## config.mk

```make
export PLATFORM = sky130hd
export DESIGN_NAME = sfwd_tracker
export DESIGN_NICKNAME = d
export VERILOG_FILES = /design/src/rtl/sfwd_tracker.sv
export SDC_FILE = /design/constraint.sdc
export NUM_CORES = 1
export LEC_CHECK = 0
export ABC_CLOCK_PERIOD_IN_PS = 2600
export BUFFER_PORTS_ARGS = -buffer_cell sky130_fd_sc_hd__clkbuf_2
export CORE_ASPECT_RATIO = 0.6
export CORE_MARGIN = 4
export CORE_UTILIZATION = 50
export DETAILED_ROUTE_END_ITERATION = 10
export PLACE_DENSITY_LB_ADDON = 0.3
export SYNTH_ARGS = -nofsm -noshare
export SYNTH_HDL_FRONTEND = slang
export SYNTH_SLANG_ARGS = --single-unit
```

## constraint.sdc

```tcl
create_clock -name clk -period 2.6 [get_ports clk]
set_clock_uncertainty 0.1 [all_clocks]
set_input_delay 0.26 -clock clk [delete_from_list [all_inputs] [get_ports clk]]
set_output_delay 0.26 -clock clk [all_outputs]
set_load 0.005 [all_outputs]
```

## src/rtl/sfwd_tracker.sv

```systemverilog
module sfwd_tracker #(
  parameter int SEQ_W    = 16,
  parameter int LQ_IDX_W = 3
) (
  input  logic                clk,
  input  logic                rst_n,
  input  logic                part_ev,
  input  logic [SEQ_W-1:0]    ld_seq,
  input  logic [LQ_IDX_W-1:0] ld_lq_idx,
  input  logic [SEQ_W-1:0]    hit_st_seq,
  input  logic                done_valid,
  input  logic [SEQ_W-1:0]    done_seq,
  input  logic                blk_ev,
  input  logic                blk_clear,
  output logic                stalled,
  output logic [SEQ_W-1:0]    stall_st_seq,
  output logic [LQ_IDX_W-1:0] stall_lq_idx,
  output logic [SEQ_W-1:0]    stall_ld_seq,
  output logic                replay_valid,
  output logic [LQ_IDX_W-1:0] replay_lq_idx,
  output logic                blk_valid,
  output logic [SEQ_W-1:0]    blk_seq
);

  function automatic logic is_older(input logic [SEQ_W-1:0] a, input logic [SEQ_W-1:0] b);
    return a < b;
  endfunction

  logic release_ev, stall_held, stall_take;
  logic blk_held, blk_take;

  assign release_ev = done_valid && stalled && (done_seq == stall_st_seq);
  assign stall_held = stalled && !release_ev;
  assign stall_take = part_ev && (!stall_held || is_older(ld_seq, stall_ld_seq));
  assign blk_held   = blk_valid && !blk_clear;
  assign blk_take   = blk_ev && (!blk_held || is_older(ld_seq, blk_seq));

  always_ff @(posedge clk or negedge rst_n) begin
    if (!rst_n) begin
      stalled       <= 1'b0;
      stall_st_seq  <= '0;
      stall_lq_idx  <= '0;
      stall_ld_seq  <= '0;
      replay_valid  <= 1'b0;
      replay_lq_idx <= '0;
    end else begin
      replay_valid <= release_ev;
      if (release_ev) replay_lq_idx <= stall_lq_idx;
      if (stall_take) begin
        stalled      <= 1'b1;
        stall_st_seq <= hit_st_seq;
        stall_lq_idx <= ld_lq_idx;
        stall_ld_seq <= ld_seq;
      end else if (release_ev) begin
        stalled <= 1'b0;
      end
    end
  end

  always_ff @(posedge clk or negedge rst_n) begin
    if (!rst_n) begin
      blk_valid <= 1'b0;
      blk_seq   <= '0;
    end else if (blk_take) begin
      blk_valid <= 1'b1;
      blk_seq   <= ld_seq;
    end else if (blk_clear) begin
      blk_valid <= 1'b0;
    end
  end

  p_keep_oldest_r9: assert property (@(posedge clk) disable iff (!rst_n)
    (stalled && !release_ev && part_ev && (ld_seq >= stall_ld_seq)) |=> $stable(stall_ld_seq));

  p_replay_follows_stall_r10: assert property (@(posedge clk) disable iff (!rst_n)
    replay_valid |-> $past(stalled));

  p_blk_never_younger_r11: assert property (@(posedge clk) disable iff (!rst_n)
    (blk_valid && !blk_clear) |=> (blk_valid && blk_seq <= $past(blk_seq)));

endmodule

```

Word level (Yosys, flattened, before mapping)
Index checks and enable logic that the tools add are counted.

storage, ports and cells
  input port bits = 57
  bits in registers = 57

cells by class
  order comparisons = 2
  eq/ne operators = 1
  reductions and logical operators = 14
  muxes and demuxes = 4

operator list
  kind               number
  $lt 16x16->1       2
  $eq 16x16->1       1
  $logic_and 1x1->1  6
  $logic_not 1->1    4
  $mux 1             4
  $reduce_bool 2->1  2
  $logic_or 1x1->1   2

Logic depth before layout (Yosys ltp)
  depth in word-level cells = 8
  depth in mapped cells = 9
  mapped depth without buffers = 8

Least setup slack after synthesis
OpenSTA, ideal clock, no wires.

  kind = flip-flop to flip-flop
  start = register blk_seq[11]
  end = register blk_seq[10]
  buffers on the path = 1
  stages on the path, launching flop included = 10
  data arrival time = 2.008 ns
  path slack = 0.367 ns
  required time = 2.375 ns
  setup time = 0.125 ns
  cell sequence = dfrtp_1 inv_1 ha_1 nand2_1 o21ai_0 a21oi_1 and3_1 a22oi_2 buf_4 mux2_2

on the way
  longest elaborated chain between the ends = 3

RTL lines
  what                    RTL line  RTL
  start, declared         22        output logic [SEQ_W-1:0] blk_seq
  start signal, assigned  66        blk_seq <= ld_seq;
  $lt 16x16->1            26        return a < b;
  $logic_or 1x1->1        36        assign blk_take = blk_ev && (!blk_held || is_older(ld_seq, blk_seq));
  $logic_and 1x1->1       36

Every way passes these cells.
A chain may end at the register's enable or synchronous reset.

Final worst setup path
  start = register blk_seq[11]
  end = register blk_seq[0]

The elaborated chain is that of the path after synthesis.

==> reports/results.tsv <==
metric	value	unit
status	finished clean	
yosysWarnings	0	
finalCritPeriodShare	90.1	%
drcViolationCount	0	
regArea	1430	um^2
worstSetupPathType	reg2reg	
post_cts_buffers	0	
grt_pass1_wl	11.6	mm
fin_crit	2.34	ns
cts_num_sinks	57	
finalMaxSlewViolations	0	
vdd_drop_max	0.518	mV
cp_max_fo	14	
cp.required	2.71	ns
cap_viol_max_count	0	
routed_wl	6.93	mm
async_flop_share	100	%
drt_iter0_drc	85	
antenna_found_initial	0	
cp.arrival	2.45	ns
grt_max_degree	58	
dp_hpwl	5.43	mm
grt_setup_unrepaired	false	
rows	22	
chipWidth	112	um
fmax	427	MHz
synthFlopType	dfrtp_1	
yosysTopAreaCellShare	44.3	%
clk_path_buf_depth	2	
cts_root_buf	clkbuf_8	
wl_per_cell	15.0	um
setup-violations-final	0	
n_antenna_cell	0	
core	6170	um^2
clk_pin_slew	0.07	ns
die_area	7830	um^2
total_power	4.17	mW
port_buffers	113	
multiInputGateArea	1600	um^2
clk_latency	0.32	ns
numCtsBuffers	9	
postSynthAreaPerCell	12.9	um^2
ys_seq_elements	57	
routabilityCongestion	0.803	
dr_total_vias	2250	
maxSlewHeadroom	52.2	%
pin_count	114	
cp-end-kind	flip-flop	
pre_cts_ws	0.267	ns
synth_area	3220	um^2
drive_above_1_share	50.7	%
power_density	1020	nW/um^2
ant_nets	0	
synth_edf_count	0	
nNetsFinal	461	
finalHoldViolations	0	
viasPerCell	4.86	
cts_tree	built	
synth.distinct_cells	35	
dr.pass1.iters	4	
nFillCells	525	
worstMarginPinSlew	0.717	ns
grt_pass1_vias	2309	
worst_slack	0.257	ns
placedInstanceArea	3880	um^2
path_cells	inv_1 > ha_1 > nand2_1 > o21ai_0 > a21oi_1 > and3_1 > a22oi_2 > buf_12 > mux2_2	
netlist_top_cells_count	dfrtp_1 (57), inv_1 (32), ha_1 (30), mux2_4 (30), mux2_2 (24)	
cts.repair.resized	0	
synthTopCellsByArea	dfrtp_1 (44%), mux2_4 (14%), ha_1 (12%), mux2_2 (8.4%), xor2_1 (4.1%)	
critPathSlowestCell	dfrtp_1	
p_leak	2.21	nW
final_util	66.5	%
fin_setup_tns	0	ns
gr-total-overflow	0	
initial_utilization	52.2	%
timing.critical_path.buf_inv	2	
synth_cells	249	
grt_use_total	18.5	%
syn2layout_area_growth	27.4	%
cpLargestDelayFamily	compound AO/OA/AOI/OAI gates	
yosysMostFrequentCell	dfrtp_1	
fin_area	4100	um^2
synth_top_cell_by_area	dfrtp_1	
die_y	70.1	um
cp-start-kind	flip-flop	
syn_nets	336	
hp-class	in2reg	
yosysSeqAreaShare	44.3	%
cts_hold_buf	1	
htreeDepth	3	
cpPeakStageDelay	0.38	ns
[flip-flops by register name, indices dropped and copies added, names as in the netlist]
| name | flops |
|---|---|
| blk_seq | 16 |
| blk_valid | 1 |
| replay_lq_idx | 3 |
| stall_ld_seq | 16 |
| stall_st_seq | 16 |
| stall_lq_idx | 3 |
| replay_valid | 1 |
| stalled | 1 |
[per-layer routing]
layer | track usage (%) | wire length (um) | vias to the layer above
li1 | - | - | 1124
met3 | 5.97 | 433 | 9
met5 | 0 | 0 | -
met4 | 4.45 | 55 | 0
met2 | 28.3 | 3020 | 62
met1 | 25.5 | 3430 | 1055
[cell families (layout without fill, tap and decap cells)]
family                   after synthesis  after routing  synth area share [%]
buffers and inverters                 36            166                  5.83
adder cells (fa/ha/maj)               30             30                  11.7
AO/OA/AOI/OAI                         29             29                  6.49
flip-flops                            57             57                  44.3
AND/OR/NAND/NOR                       27             27                  4.94
XOR/XNOR                              16             16                  4.35
multiplexers                          54             54                  22.4
[area by class of cell]
type,count,share of cell area (%)
sequential,57,34.8
tap,84,2.56
multi-input combinational,156,39.1
clock inverter,4,1.22
inverter,32,2.93
clock buffer,12,4.03
timing repair buffer,118,15.4
[power by group]
part | switching (mW) | internal, mW
Combinational | 0.726 | 1.05
Clock | 0.341 | 0.519
Sequential | 0.311 | 1.23
Total | 1.38 | 2.79
[layout by cell type (no fill, tap or decap), drive strengths merged, types with 5 or more instances in the layout]
cell type / synthesis / routed
o21ai: 5 / 5
dfrtp: 57 / 57
nor4: 5 / 5
clkbuf: 0 / 125
mux2: 54 / 54
inv: 32 / 32
ha: 30 / 30
a21oi: 9 / 9
xor2: 15 / 15
nand2: 6 / 6
[path summary, 6_finish.rpt]
kind | startpoint | endpoint | slack, ns | cells past startpoint
max | blk_seq[11] | blk_seq[0] | 0.26 | 9
min | hit_st_seq[14] | stall_st_seq[14] | 0.06 | 2
max reg2reg | blk_seq[11] | blk_seq[0] | 0.26 | 9
min reg2reg | replay_lq_idx[1] | replay_lq_idx[1] | 0.41 | 1
max in group asynchronous | rst_n | stall_ld_seq[5] | 1.41 | 3
min in group asynchronous | rst_n | stall_st_seq[3] | 0.51 | 3
[stage by stage]
| stage | instances | hold WS (ns) |
|---|---|---|
| 3_5_place_dp | 446 | 0.340 |
| 5_1_grt | 463 | 0.0421 |
| 6_report | 463 | 0.0629 |
| 2_1_floorplan | 249 | -0.136 |
| 3_3_place_gp | 446 | 0.341 |
| 4_1_cts | 463 | 0.0498 |
(Power assumes the default switching activity.)
